===== src/rtl/sp_pkg.sv =====
package sp_pkg;
  typedef enum logic [2:0] {
    OP_NONE = 3'd0,
    OP_PUSH = 3'd1,
    OP_POP  = 3'd2,
    OP_CALL = 3'd3,
    OP_RET  = 3'd4
  } sp_op_e;
endpackage


===== src/rtl/sp_op_decode.sv =====
module sp_op_decode
  import sp_pkg::*;
(
  input  logic   push_i,
  input  logic   pop_i,
  input  logic   call_i,
  input  logic   ret_i,
  output sp_op_e op_o
);
  // fixed priority: return-address traffic first, then data bytes
  always_comb begin
    if (call_i)      op_o = OP_CALL;
    else if (ret_i)  op_o = OP_RET;
    else if (push_i) op_o = OP_PUSH;
    else if (pop_i)  op_o = OP_POP;
    else             op_o = OP_NONE;
  end
endmodule


===== src/rtl/sp_addr_gen.sv =====
module sp_addr_gen
  import sp_pkg::*;
#(
  parameter int SP_W = 16
) (
  input  sp_op_e          op_i,
  input  logic [SP_W-1:0] sp_i,
  output logic            busy_o,
  output logic            two_o,
  output logic [SP_W-1:0] addr0_o,
  output logic [SP_W-1:0] addr1_o,
  output logic [SP_W-1:0] next_o
);
  localparam logic [SP_W-1:0] STEP1 = SP_W'(1);
  localparam logic [SP_W-1:0] STEP2 = SP_W'(2);

  logic [SP_W-1:0] sp_up1, sp_up2, sp_dn1, sp_dn2;

  assign sp_up1 = sp_i + STEP1;
  assign sp_up2 = sp_i + STEP2;
  assign sp_dn1 = sp_i - STEP1;
  assign sp_dn2 = sp_i - STEP2;

  always_comb begin
    busy_o  = 1'b1;
    two_o   = 1'b0;
    addr0_o = sp_i;
    addr1_o = sp_i;
    next_o  = sp_i;
    unique case (op_i)
      OP_PUSH: begin
        next_o = sp_dn1;
      end
      OP_POP: begin
        addr0_o = sp_up1;
        addr1_o = sp_up1;
        next_o  = sp_up1;
      end
      OP_CALL: begin
        two_o   = 1'b1;
        addr1_o = sp_dn1;
        next_o  = sp_dn2;
      end
      OP_RET: begin
        two_o   = 1'b1;
        addr0_o = sp_up1;
        addr1_o = sp_up2;
        next_o  = sp_up2;
      end
      default: begin
        busy_o = 1'b0;
      end
    endcase
  end
endmodule


===== src/rtl/sp_io_regs.sv =====
module sp_io_regs #(
  parameter int          SP_W    = 16,
  parameter int          IO_AW   = 6,
  parameter logic [IO_AW-1:0] LO_ADDR = IO_AW'(6'h3D),
  parameter logic [IO_AW-1:0] HI_ADDR = IO_AW'(6'h3E)
) (
  input  logic             clk,
  input  logic             rst_n,
  input  logic             io_we_i,
  input  logic [IO_AW-1:0] io_addr_i,
  input  logic [7:0]       io_wdata_i,
  input  logic             stk_upd_i,
  input  logic [SP_W-1:0]  stk_next_i,
  output logic             io_hit_o,
  output logic [7:0]       io_rdata_o,
  output logic [SP_W-1:0]  sp_o,
  output logic [SP_W-1:0]  sp_d_o
);
  localparam int HW = SP_W - 8;

  logic hit_lo, hit_hi;
  logic [SP_W-1:0] sp_q;

  assign hit_lo   = io_we_i && (io_addr_i == LO_ADDR);
  assign hit_hi   = io_we_i && (io_addr_i == HI_ADDR);
  assign io_hit_o = hit_lo || hit_hi;

  always_comb begin
    sp_d_o = sp_q;
    if (hit_lo)         sp_d_o[7:0]      = io_wdata_i;
    else if (hit_hi)    sp_d_o[SP_W-1:8] = io_wdata_i[HW-1:0];
    else if (stk_upd_i) sp_d_o           = stk_next_i;
  end

  always_ff @(posedge clk or negedge rst_n) begin
    if (!rst_n) sp_q <= '0;
    else        sp_q <= sp_d_o;
  end

  always_comb begin
    if (io_addr_i == LO_ADDR)      io_rdata_o = sp_q[7:0];
    else if (io_addr_i == HI_ADDR) io_rdata_o = 8'(sp_q[SP_W-1:8]);
    else                           io_rdata_o = 8'h00;
  end

  assign sp_o = sp_q;
endmodule


===== src/rtl/stack_ptr_unit.sv =====
module stack_ptr_unit
  import sp_pkg::*;
#(
  parameter int               SP_W    = 16,
  parameter int               IO_AW   = 6,
  parameter logic [IO_AW-1:0] LO_ADDR = IO_AW'(6'h3D),
  parameter logic [IO_AW-1:0] HI_ADDR = IO_AW'(6'h3E)
) (
  input  logic             clk,
  input  logic             rst_n,
  input  logic             push_i,
  input  logic             pop_i,
  input  logic             call_i,
  input  logic             ret_i,
  input  logic             io_we_i,
  input  logic [IO_AW-1:0] io_addr_i,
  input  logic [7:0]       io_wdata_i,
  output logic [7:0]       io_rdata_o,
  output logic             acc_valid_o,
  output logic             acc_two_o,
  output logic [SP_W-1:0]  acc_addr0_o,
  output logic [SP_W-1:0]  acc_addr1_o,
  output logic [SP_W-1:0]  sp_o,
  output logic [SP_W-1:0]  sp_next_o
);
  sp_op_e          op;
  logic            busy, two, io_hit;
  logic [SP_W-1:0] a0, a1, nxt, sp_cur;

  sp_op_decode u_dec (
    .push_i (push_i),
    .pop_i  (pop_i),
    .call_i (call_i),
    .ret_i  (ret_i),
    .op_o   (op)
  );

  sp_addr_gen #(.SP_W(SP_W)) u_agen (
    .op_i    (op),
    .sp_i    (sp_cur),
    .busy_o  (busy),
    .two_o   (two),
    .addr0_o (a0),
    .addr1_o (a1),
    .next_o  (nxt)
  );

  sp_io_regs #(
    .SP_W(SP_W), .IO_AW(IO_AW), .LO_ADDR(LO_ADDR), .HI_ADDR(HI_ADDR)
  ) u_regs (
    .clk        (clk),
    .rst_n      (rst_n),
    .io_we_i    (io_we_i),
    .io_addr_i  (io_addr_i),
    .io_wdata_i (io_wdata_i),
    .stk_upd_i  (busy),
    .stk_next_i (nxt),
    .io_hit_o   (io_hit),
    .io_rdata_o (io_rdata_o),
    .sp_o       (sp_cur),
    .sp_d_o     (sp_next_o)
  );

  // a software pointer write cancels the stack access of that cycle
  assign acc_valid_o = busy && !io_hit;
  assign acc_two_o   = two && !io_hit;
  assign acc_addr0_o = a0;
  assign acc_addr1_o = a1;
  assign sp_o        = sp_cur;
endmodule


===== config.mk =====
export PLATFORM = sky130hd
export DESIGN_NAME = stack_ptr_unit
export DESIGN_NICKNAME = d
export VERILOG_FILES = /design/src/rtl/sp_pkg.sv /design/src/rtl/sp_op_decode.sv /design/src/rtl/sp_addr_gen.sv /design/src/rtl/sp_io_regs.sv /design/src/rtl/stack_ptr_unit.sv
export SDC_FILE = /design/constraint.sdc
export NUM_CORES = 1
export LEC_CHECK = 0
export BUFFER_PORTS_ARGS = -buffer_cell sky130_fd_sc_hd__clkbuf_2
export CORE_MARGIN = 10
export CORE_UTILIZATION = 53
export CTS_CLUSTER_SIZE = 30
export DETAILED_ROUTE_END_ITERATION = 10
export GPL_TIMING_DRIVEN = 0
export PLACE_DENSITY = 0.83
export SKIP_CTS_REPAIR_TIMING = 1
export SYNTH_ARGS = -nofsm -noshare
export SYNTH_HDL_FRONTEND = slang
export SYNTH_SLANG_ARGS = --single-unit

===== constraint.sdc =====
create_clock -name clk -period 2.4 [get_ports clk]
set_input_delay 0.12 -clock clk [delete_from_list [all_inputs] [get_ports clk]]
set_output_delay 0.12 -clock clk [all_outputs]
set_load 0.03 [all_outputs]

; After elaboration in Yosys (flattened, before gate mapping)
; Index checks and enable logic that the tools add are counted.
[totals]
ff_bits = 16
output_inout_bits = 74
[op_classes]
addsub = 4
n_eq_ne = 6
n_mux = 16
reduce_logical = 9
[op_table]
columns = cell, n
row1 = $pmux 16 s4, 1
row2 = $mux 8, 6
row3 = $pmux 16 s3, 1
row4 = $mux 16, 2
row5 = $add 16x1->16 const B, 1
row6 = $add 16x2->16 const B, 1
row7 = $sub 16x1->16 const B, 1
row8 = $sub 16x2->16 const B, 1
row9 = $eq 6x6->1 const B, 2
row10 = $mux 3, 3
row11 = $eq 3x2->1 const B, 2
row12 = $logic_and 1x1->1, 4
row13 = $reduce_or 2->1, 2
row14 = $reduce_or 4->1, 1
row15 = $eq 3x1->1 const B, 1
row16 = $eq 3x3->1 const B, 1
row17 = $mux 1, 2
row18 = $mux 2, 1
row19 = $logic_not 1->1, 1
row20 = $logic_or 1x1->1, 1

; Depth between registers and ports, before layout
; Gate-level depths: netlist of the first run.
[logic_depth]
ltp_word = 10
ltp_mapped = 9

; Hierarchy
; Synthesis of the first run repeated with hierarchy kept, for this count alone.
[hier_totals]
cells_unflattened = 427
hier_area_um2 = 3060.4
[by_module_without_submodules]
columns = module, instances, cells_per_inst, area_each_um2, seq_area_each_um2
row1 = sp_addr_gen, 1, 332, 2054.5, 0.0
row2 = sp_io_regs, 1, 88, 967.2, 400.4
row3 = sp_op_decode, 1, 5, 26.3, 0.0
row4 = stack_ptr_unit, 1, 2, 12.5, 0.0

; Least setup slack after synthesis of the first run
; No wires, ideal clock.
[synth_path]
kind = reg2out
startpoint = register u_regs.sp_q[1], in the netlist u_regs.sp_o[1]
endpoint = output port acc_addr1_o[11]
t_arrival_ns = 2.861
slack_ns = -0.581
path_stages_with_launch = 7
path_buffers = 1
cell_sequence = dfrtp_1 clkbuf_1 inv_1 ha_1 a21boi_1 nand3_1 o311ai_0
[synth_between]
elab_chain_cells = 2
elab_cells_between_ends = 4
cone_classes = add/sub: 3 / mux: 1
[synth_rtl]
columns = element, line
row1 = start: declaration, sp_io_regs.sv:22  ; logic [SP_W-1:0] sp_q;
row2 = start signal: assignment, sp_io_regs.sv:37  ; else sp_q <= sp_d_o;
row3 = "$add 16x2->16, or another cell as far along", sp_addr_gen.sv:20  ; assign sp_up2 = sp_i + STEP2;
row4 = $pmux 16 s3 (*), sp_addr_gen.sv:30  ; unique case (op_i)
row5 = end: declaration, stack_ptr_unit.sv:22  ; output logic [SP_W-1:0] acc_addr1_o,
; Mark *: on every way between the ends. The rest lies on a longest branch, timed or not.

; Worst setup path in the final report of the first run
[layout_path]
startpoint = register u_regs.sp_q[2], in the netlist u_regs.sp_o[2]
endpoint = output port sp_next_o[13]
[layout_between]
elab_chain_cells = 5
elab_cells_between_ends = 8
cone_classes = add/sub: 4 / mux: 4
[layout_rtl]
columns = element, line
row1 = "$add 16x2->16, or another cell as far along", sp_addr_gen.sv:20
row2 = $pmux 16 s4 (*), sp_addr_gen.sv:30
row3 = $mux 16 (*), sp_io_regs.sv:32  ; else if (stk_upd_i) sp_d_o = stk_next_i;
row4 = $mux 8 (*), sp_io_regs.sv:31  ; else if (hit_hi) sp_d_o[SP_W-1:8] = io_wdata_i[HW-1:0];
row5 = $mux 8 (*), sp_io_regs.sv:30  ; if (hit_lo) sp_d_o[7:0] = io_wdata_i;
row6 = end: declaration, stack_ptr_unit.sv:24  ; output logic [SP_W-1:0] sp_next_o
; Marked as above.

==> run_summary.xml, run 1 <==
<?xml version="1.0" encoding="UTF-8"?>
<metrics>
  <group name="die">
    <metric name="die-width" unit="um">94.8</metric>
    <metric name="fp.coreArea" unit="mm2">0.00547</metric>
    <metric name="design.portCount" unit="">95</metric>
    <metric name="dieArea" unit="mm2">0.00899</metric>
    <metric name="core.rowCount" unit="">27</metric>
    <metric name="die_y" unit="um">94.8</metric>
    <metric name="initial_core_util" unit="%">54.2</metric>
  </group>
  <group name="synth">
    <metric name="yosysWarnings" unit="">0</metric>
    <metric name="number_of_flops_mapped_to_enable_cells_by_yosys" unit="">0</metric>
    <metric name="post_synth.cell_area_avg" unit="um2">6.83</metric>
    <metric name="synthDominantAreaCellType" unit="">dfrtp_1</metric>
    <metric name="synth_compound_area_share" unit="%">33.9</metric>
    <metric name="synth_simple_gate_area_share" unit="%">33.2</metric>
    <metric name="async_reset_ff_share" unit="%">100</metric>
    <metric name="synth-seq-cells" unit="">16</metric>
    <metric name="gate_count_post_synth" unit="">434</metric>
    <metric name="syn-cell-area" unit="mm2">0.00297</metric>
    <metric name="muxShareOfSynthArea" unit="%">0.338</metric>
    <metric name="synth_flop_cell" unit="">dfrtp_1</metric>
    <metric name="syn_nets" unit="">460</metric>
    <metric name="synth_largest_type_area_fraction" unit="%">13.5</metric>
    <metric name="synth-adder-area-share" unit="%">2.11</metric>
    <metric name="sequential_share_of_the_synthesized_area" unit="%">13.5</metric>
    <metric name="synthDistinctLibCells" unit="">66</metric>
    <metric name="synth-xor-area-share" unit="%">9.45</metric>
    <metric name="main_combinational_cell_family_by_area_after_synthesis" unit="">compound AO/OA/AOI/OAI gates</metric>
    <metric name="netlist_top_cells_area" unit="">dfrtp_1 14%, xnor2_1 7.4%, a21oi_1 5.4%</metric>
  </group>
  <group name="routing">
    <metric name="wl_per_cell" unit="um">26.3</metric>
    <metric name="wl_met2" unit="mm">7.02</metric>
    <metric name="mean_number_of_vias_per_cell" unit="">7.47</metric>
    <metric name="met1Wirelength" unit="mm">5.75</metric>
    <metric name="drc" unit="">0</metric>
    <metric name="detailroute.wirelength.met3" unit="mm">2.88</metric>
    <metric name="wirelength" unit="mm">17.0</metric>
    <metric name="firstDrtPassIters" unit="">7</metric>
    <metric name="antenna_left" unit="">0</metric>
    <metric name="initialDrtViolationCount" unit="">955</metric>
    <metric name="top_sig_layer" unit="">met4</metric>
    <metric name="vias" unit="">4843</metric>
  </group>
  <group name="sta">
    <metric name="finalHoldViolCount" unit="">0</metric>
    <metric name="slew_viol_final" unit="">0</metric>
    <metric name="layout_setup_ws" unit="ns">-0.365</metric>
    <metric name="setup-tns-final" unit="ns">-5.71</metric>
    <metric name="fmaxAchievable" unit="GHz">0.362</metric>
    <metric name="fin_worst_skew" unit="ns">0.00436</metric>
    <metric name="slew_headroom" unit="%">10.1</metric>
    <metric name="layout_min_cycle_time" unit="ns">2.76</metric>
    <metric name="setup_viol" unit="">30</metric>
    <metric name="post_route_clock_period_utilization" unit="%">115</metric>
    <metric name="grt_setup_unrepaired" unit="">yes</metric>
    <metric name="worstMarginPinSlew" unit="ns">1.34</metric>
  </group>
  <group name="critical_path">
    <metric name="timing.critical_path.from_type" unit="">flip-flop</metric>
    <metric name="critPathArrivalTime" unit="ns">2.64</metric>
    <metric name="worstSetupEndpointType" unit="">primary output</metric>
    <metric name="max_stage_delay" unit="ns">0.50</metric>
    <metric name="timing.setup.critical_path_class" unit="">reg2out</metric>
    <metric name="timing.critical_path.required" unit="ns">2.28</metric>
    <metric name="crit_path_max_fanout" unit="">5</metric>
    <metric name="cp_common_cell" unit="">buf_6</metric>
    <metric name="crit_chain" unit="">buf_6, inv_6, ha_4, nor3b_4, nand4_1, o22ai_1, a22oi_1, o41a_1, buf_6</metric>
    <metric name="worst_path_max_delay_cell" unit="">dfrtp_2</metric>
  </group>
  <group name="clock_tree">
    <metric name="clkSinkCount" unit="">16</metric>
    <metric name="cts-htree-levels" unit="">1</metric>
    <metric name="clk-insertion-delay-late" unit="ns">0.28</metric>
    <metric name="cts-buffers-inserted" unit="">3</metric>
    <metric name="max-clock-path-buffers" unit="">2</metric>
    <metric name="tritoncts" unit="">done</metric>
    <metric name="clk_pin_slew_worst_paths" unit="ns">0.09</metric>
    <metric name="clock_root_buffer" unit="">clkbuf_8</metric>
  </group>
  <group name="pwr">
    <metric name="total_leakage_power" unit="uW">0.00186</metric>
    <metric name="p_per_area" unit="mW/mm2">1300</metric>
    <metric name="vdd_drop_max" unit="V">0.000939</metric>
    <metric name="switching_power" unit="uW">3560</metric>
    <metric name="net_sw_share" unit="%">60.0</metric>
    <metric name="comb_power_share" unit="%">84.8</metric>
    <metric name="internal_power" unit="uW">2370</metric>
    <metric name="power_frac_seq" unit="%">10.3</metric>
    <metric name="power.clock.fraction" unit="%">4.9</metric>
  </group>
  <group name="layout">
    <metric name="finish.utilization" unit="%">83.4</metric>
    <metric name="num_antenna_cells" unit="">0</metric>
    <metric name="multi_input_comb_area" unit="mm2">0.00279</metric>
    <metric name="final_cell_mix" unit="">74 x clkbuf_2, 52 x buf_4, 37 x nand2_1</metric>
    <metric name="syn_to_final_growth" unit="%">53.9</metric>
    <metric name="seq_area" unit="um2">409</metric>
    <metric name="n_fill_cell" unit="">331</metric>
    <metric name="max_reg_flops" unit="">16</metric>
    <metric name="fin_nets" unit="">603</metric>
    <metric name="drive_gt1_share" unit="%">43.9</metric>
    <metric name="mostFrequentLayoutCell" unit="">clkbuf_2</metric>
  </group>
  <group name="grt">
    <metric name="grt.total_usage" unit="%">30.9</metric>
    <metric name="initial_antenna_violation_count" unit="">0</metric>
    <metric name="first_pass_grt_wire_length" unit="mm">21.7</metric>
    <metric name="globalRoute.totalOverflow" unit="">0</metric>
    <metric name="first_global_vias" unit="">4016</metric>
    <metric name="maximum_number_of_pins_on_one_net_before_global_route_repair" unit="">17</metric>
  </group>
  <group name="hold_path">
    <metric name="worstHoldPathType" unit="">in2reg</metric>
  </group>
  <group name="place">
    <metric name="dpl.hpwl" unit="mm">10.9</metric>
    <metric name="globalplace.congestion" unit="">1.01</metric>
    <metric name="port-buffer-count" unit="">92</metric>
  </group>
  <group name="job">
    <metric name="number_of_max_cap_violations" unit="">0</metric>
  </group>
  <group name="outcome">
    <metric name="run_status" unit="">finished with violations</metric>
    <metric name="violations" unit="">setup timing</metric>
  </group>
</metrics>
[worst max-delay path: cells and delay by family, from the launching register on]
family	cells	cell delay, ns
AO/OA/AOI/OAI	3	0.75
AND/OR/NAND/NOR	2	0.56
flip-flops	1	0.50
buffers and inverters	3	0.40
adder cells (fa/ha/maj)	1	0.16
[logic make-up (layout without fill, tap and decap cells)]
kind of cell    count (synthesis)  count (layout)
xor+xnor                       32              32
mux                             1               1
buf+inv                        53             195
simple gates                  176             176
fa+ha+maj                       5               5
flops                          16              16
compound gates                151             151
[power groups by stage]
| stage | Sequential [uW] | Clock [uW] | Combinational [uW] |
|---|---|---|---|
| after floorplan | 726 | 0 | 2430 |
| after global placement | 538 | 0 | 3630 |
| after detailed placement | 547 | 0 | 3660 |
| after CTS | 541 | 278 | 3670 |
| after global routing | 618 | 285 | 5190 |
| final | 612 | 292 | 5030 |
[cell usage after synthesis, types with 3 or more instances]
| master | n |
|---|---|
| o221ai_1 | 7 |
| nor2_1 | 35 |
| clkinv_1 | 3 |
| o22a_1 | 3 |
| buf_1 | 3 |
| nand2_1 | 38 |
| a22o_1 | 9 |
| nor4_1 | 8 |
| o21ai_1 | 8 |
| a211oi_1 | 6 |
| and3_1 | 8 |
| o21ai_0 | 26 |
| clkbuf_1 | 25 |
| and2_1 | 3 |
| ha_1 | 5 |
| nor2b_1 | 4 |
| buf_4 | 4 |
| a22oi_1 | 5 |
| dfrtp_1 | 16 |
| buf_2 | 7 |
| o22ai_1 | 8 |
| a21o_1 | 5 |
| or3_1 | 3 |
| nand2b_1 | 5 |
| a211o_1 | 4 |
| a21oi_1 | 32 |
| xor2_1 | 7 |
| xnor2_1 | 25 |
| a31oi_1 | 13 |
| a41oi_1 | 4 |
| nor3_1 | 17 |
| nand3_1 | 18 |
| inv_1 | 11 |
| nand4_1 | 13 |
[routing by layer]
metal  up-vias  global-route usage [%]
met5         -                       0
met4         0                    18.1
met3       169                    9.52
met2       558                    46.9
met1      2183                    37.9
li1       1933                       -
[final timing paths]
kind	from	to	slack, ns	cells past startpoint
min	io_wdata_i[0]	u_regs.sp_o[8]	0.11	2
max in group asynchronous	rst_n	u_regs.sp_o[2]	1.60	2
min reg2reg	u_regs.sp_o[10]	u_regs.sp_o[10]	0.72	2
max reg2reg	u_regs.sp_o[2]	u_regs.sp_o[5]	0.04	9
min in group asynchronous	rst_n	u_regs.sp_o[5]	0.37	2
max	u_regs.sp_o[2]	sp_next_o[13]	-0.36	9
[through the flow]
| step | hold WS (ns) | cells | cell area (um2) | power (uW) | setup slack [ns] |
|---|---|---|---|---|---|
| after floorplan | -0.176 | 434 | 3040 | 3150 | -0.00603 |
| after global placement | 0.104 | 598 | 3590 | 4160 | -0.462 |
| after detailed placement | 0.122 | 598 | 3590 | 4200 | -0.470 |
| after CTS | -0.173 | 602 | 3650 | 4490 | -0.777 |
| after global routing | 0.128 | 648 | 4560 | 6100 | -0.398 |
| final | 0.114 | 648 | 4560 | 5930 | -0.365 |
[cell type report]
type,instances,share of cell area [%]
Buffer,39,4.83
Multi-Input combinational cell,365,61.2
Sequential cell,16,8.97
Inverter,14,1.51
Tap cell,72,1.97
Timing Repair Buffer,138,20.3
Clock buffer,4,1.21
No activity file was read; power rests on OpenSTA's default activity.
==> inputs of run 2 (changes only) <==
ABC_AREA = 1   (was unset)
PLACE_DENSITY = 0.82   (was 0.83)
SETUP_SLACK_MARGIN = 0.2   (was unset)
==> run 2 against run 1 <==
Against the previous run: cell area down 6.6%; first-iteration DRC count shrank 28%; fmax rose by 15%; sequential cell count did not move; the flow still finishes with violations (setup timing); core utilization shrank 7.8 points; hold slack worse by 0.012 ns; cell count increased by 11%; setup slack improved by 0.35 ns.
==> run_summary.xml, run 2 <==
<?xml version="1.0" encoding="UTF-8"?>
<metrics>
  <group name="outcome">
    <metric name="run_status" unit="">finished with violations</metric>
    <metric name="violations" unit="">setup timing</metric>
  </group>
  <group name="sta">
    <metric name="layout_min_cycle_time" unit="ns">2.41</metric>
    <metric name="fin_worst_skew" unit="ns">0.0112</metric>
    <metric name="finalHoldViolCount" unit="">0</metric>
    <metric name="fmaxAchievable" unit="GHz">0.415</metric>
    <metric name="worstMarginPinSlew" unit="ns">0.635</metric>
    <metric name="layout_setup_ws" unit="ns">-0.0110</metric>
    <metric name="setup_viol" unit="">1</metric>
    <metric name="post_route_clock_period_utilization" unit="%">100</metric>
    <metric name="grt_setup_unrepaired" unit="">yes</metric>
    <metric name="worst_hold_slack" unit="ns">0.103</metric>
    <metric name="slew_viol_final" unit="">0</metric>
    <metric name="slew_headroom" unit="%">57.7</metric>
  </group>
  <group name="hold_path">
    <metric name="hold_end" unit="">u_regs.sp_o[6]</metric>
    <metric name="timing.hold.worst.start" unit="">io_wdata_i[6]</metric>
    <metric name="hold_depth" unit="">3</metric>
    <metric name="worstHoldPathType" unit="">in2reg</metric>
  </group>
  <group name="layout">
    <metric name="drive_gt1_share" unit="%">36.5</metric>
    <metric name="instances_no_fill" unit="">721</metric>
    <metric name="syn_to_final_growth" unit="%">35.8</metric>
    <metric name="mostFrequentLayoutCell" unit="">nand2_1</metric>
    <metric name="fin_nets" unit="">676</metric>
    <metric name="n_fill_cell" unit="">434</metric>
    <metric name="num_antenna_cells" unit="">0</metric>
    <metric name="final_cell_mix" unit="">153 x nand2_1, 73 x clkbuf_2, 54 x nand3_1</metric>
    <metric name="max_reg_flops" unit="">16</metric>
  </group>
  <group name="synth">
    <metric name="yosysWarnings" unit="">0</metric>
    <metric name="synth_commonest_cells" unit="">160 x nand2_1, 57 x nand3_1, 47 x inv_1</metric>
    <metric name="synthDistinctLibCells" unit="">41</metric>
    <metric name="syn-cell-area" unit="mm2">0.00314</metric>
    <metric name="syn_nets" unit="">568</metric>
    <metric name="netlist_top_cells_area" unit="">nand2_1 19%, dfrtp_1 13%, nand3_1 9.1%</metric>
    <metric name="synth-seq-cells" unit="">16</metric>
    <metric name="async_reset_ff_share" unit="%">100</metric>
    <metric name="gate_count_post_synth" unit="">542</metric>
    <metric name="synthDominantAreaCellType" unit="">nand2_1</metric>
    <metric name="synth_flop_cell" unit="">dfrtp_1</metric>
    <metric name="sequential_share_of_the_synthesized_area" unit="%">12.8</metric>
    <metric name="post_synth.cell_area_avg" unit="um2">5.79</metric>
    <metric name="post-synth-top-count-cell" unit="">nand2_1</metric>
    <metric name="number_of_flops_mapped_to_enable_cells_by_yosys" unit="">0</metric>
    <metric name="synth_largest_type_area_fraction" unit="%">19.1</metric>
  </group>
  <group name="clock_tree">
    <metric name="clk_pin_slew_worst_paths" unit="ns">0.08</metric>
    <metric name="clkSinkCount" unit="">16</metric>
    <metric name="clock_root_buffer" unit="">clkbuf_8</metric>
    <metric name="max-clock-path-buffers" unit="">2</metric>
    <metric name="cts-buffers-inserted" unit="">3</metric>
    <metric name="tritoncts" unit="">done</metric>
    <metric name="clk-insertion-delay-late" unit="ns">0.27</metric>
    <metric name="cts-htree-levels" unit="">1</metric>
  </group>
  <group name="critical_path">
    <metric name="cp_common_cell" unit="">nand2_1</metric>
    <metric name="worst_path_max_delay_cell" unit="">dfrtp_2</metric>
    <metric name="reg2reg_from" unit="">u_regs.sp_o[1]</metric>
    <metric name="worstSetupEndpointType" unit="">primary output</metric>
    <metric name="timing.critical_path.from_type" unit="">flip-flop</metric>
    <metric name="crit_chain" unit="">ha_4, nand3_4, inv_2, nand2_1, xor2_1, nand2_1, nand2_1, nor2_1, nand2_1, nand2_1, nand3_1, buf_2</metric>
    <metric name="reg2reg_to" unit="">u_regs.sp_o[9]</metric>
    <metric name="ff2ff_setup_slack" unit="ns">0.40</metric>
    <metric name="crit_start" unit="">u_regs.sp_o[1]</metric>
    <metric name="timing.critical_path.required" unit="ns">2.28</metric>
    <metric name="crit_path_max_fanout" unit="">6</metric>
    <metric name="max_stage_delay" unit="ns">0.50</metric>
    <metric name="timing.setup.critical_path_class" unit="">reg2out</metric>
    <metric name="critPathArrivalTime" unit="ns">2.29</metric>
    <metric name="reg2regPathDepth" unit="">13</metric>
  </group>
  <group name="die">
    <metric name="die_y" unit="um">97.0</metric>
    <metric name="dieArea" unit="mm2">0.00940</metric>
    <metric name="die-width" unit="um">97.0</metric>
    <metric name="initial_core_util" unit="%">55.6</metric>
    <metric name="fp.coreArea" unit="mm2">0.00564</metric>
    <metric name="design.portCount" unit="">95</metric>
    <metric name="core.rowCount" unit="">27</metric>
  </group>
  <group name="grt">
    <metric name="grt.total_usage" unit="%">27.6</metric>
    <metric name="globalRoute.totalOverflow" unit="">0</metric>
    <metric name="maximum_number_of_pins_on_one_net_before_global_route_repair" unit="">17</metric>
    <metric name="initial_antenna_violation_count" unit="">0</metric>
    <metric name="first_pass_grt_wire_length" unit="mm">21.8</metric>
    <metric name="first_global_vias" unit="">4150</metric>
  </group>
  <group name="routing">
    <metric name="drc" unit="">0</metric>
    <metric name="wirelength" unit="mm">15.5</metric>
    <metric name="firstDrtPassIters" unit="">7</metric>
    <metric name="detailroute.wirelength.met3" unit="mm">2.29</metric>
    <metric name="initialDrtViolationCount" unit="">684</metric>
    <metric name="wl_met2" unit="mm">6.80</metric>
    <metric name="vias" unit="">4583</metric>
    <metric name="met1Wirelength" unit="mm">5.59</metric>
    <metric name="antenna_left" unit="">0</metric>
    <metric name="mean_number_of_vias_per_cell" unit="">6.36</metric>
    <metric name="wl_per_cell" unit="um">21.5</metric>
    <metric name="top_sig_layer" unit="">met4</metric>
  </group>
  <group name="place">
    <metric name="globalplace.congestion" unit="">1.00</metric>
    <metric name="dp.cells" unit="">707</metric>
    <metric name="dpl.hpwl" unit="mm">10.9</metric>
    <metric name="port-buffer-count" unit="">93</metric>
  </group>
  <group name="pwr">
    <metric name="vdd_drop_max" unit="V">0.00126</metric>
    <metric name="p_per_area" unit="mW/mm2">1220</metric>
    <metric name="total_leakage_power" unit="uW">0.00205</metric>
  </group>
  <group name="job">
    <metric name="number_of_max_cap_violations" unit="">0</metric>
  </group>
</metrics>
-- run 2: routing by layer --
layer	vias to the layer above	global-route usage (%)
li1	2014	-
met1	2048	34.8
met2	423	42.6
met3	98	7.38
met4	0	12.1
met5	-	0
-- run 2: where the power goes --
part / internal (uW) / switching [uW] / total (uW)
registers: 382 / 199 / 581
logic: 1340 / 3030 / 4370
clock network: 146 / 120 / 266
-- run 2: logic make-up after synthesis --
family | after synthesis | share of synthesized area (%)
XOR/XNOR | 17 | 4.74
flip-flops | 16 | 12.8
AO/OA/AOI/OAI | 102 | 18.5
adder cells (fa/ha/maj) | 5 | 1.99
buffers and inverters | 83 | 12.8
AND/OR/NAND/NOR | 319 | 49.2
-- run 2: critical path: cells and delay by family (launching register included) --
family                   cells  cell delay [ns]
AND/OR/NAND/NOR              8             0.78
adder cells (fa/ha/maj)      1             0.20
flip-flops                   1             0.50
XOR/XNOR                     1             0.21
buffers and inverters        2             0.33
-- run 2: how the worst max path moves through the flow --
stage | end | cells after the start
after global routing | sp_next_o[8] | 12
after CTS | sp_next_o[12] | 14
after floorplan | u_regs.sp_o[8] | 12
final | sp_next_o[8] | 12
after global placement | sp_next_o[12] | 14
after detailed placement | sp_next_o[12] | 14
-- run 2: metrics by stage --
stage / utilization, % / power (uW) / TNS [ns] / setup WS, ns / cell area (um2)
final: 75.5 / 5220 / -0.0110 / -0.0110 / 4260
after global routing: 75.5 / 5470 / -0.0836 / -0.0576 / 4260
after CTS: 67.0 / 4430 / -1.76 / -0.257 / 3780
after detailed placement: 66.0 / 4160 / 0 / 0.0433 / 3720
after global placement: 66.0 / 4120 / 0 / 0.0477 / 3720
after floorplan: - / 3150 / 0 / 0.250 / 3170
-- run 2: area by class of cell --
cell class	instances	area, um2	area share [%]
Tap cell	72	90.1	2.11
Inverter	57	240	5.64
Clock buffer	4	55.1	1.29
Timing Repair Buffer	103	621	14.6
Sequential cell	16	407	9.54
Buffer	26	199	4.67
Multi-Input combinational cell	443	2650	62.2
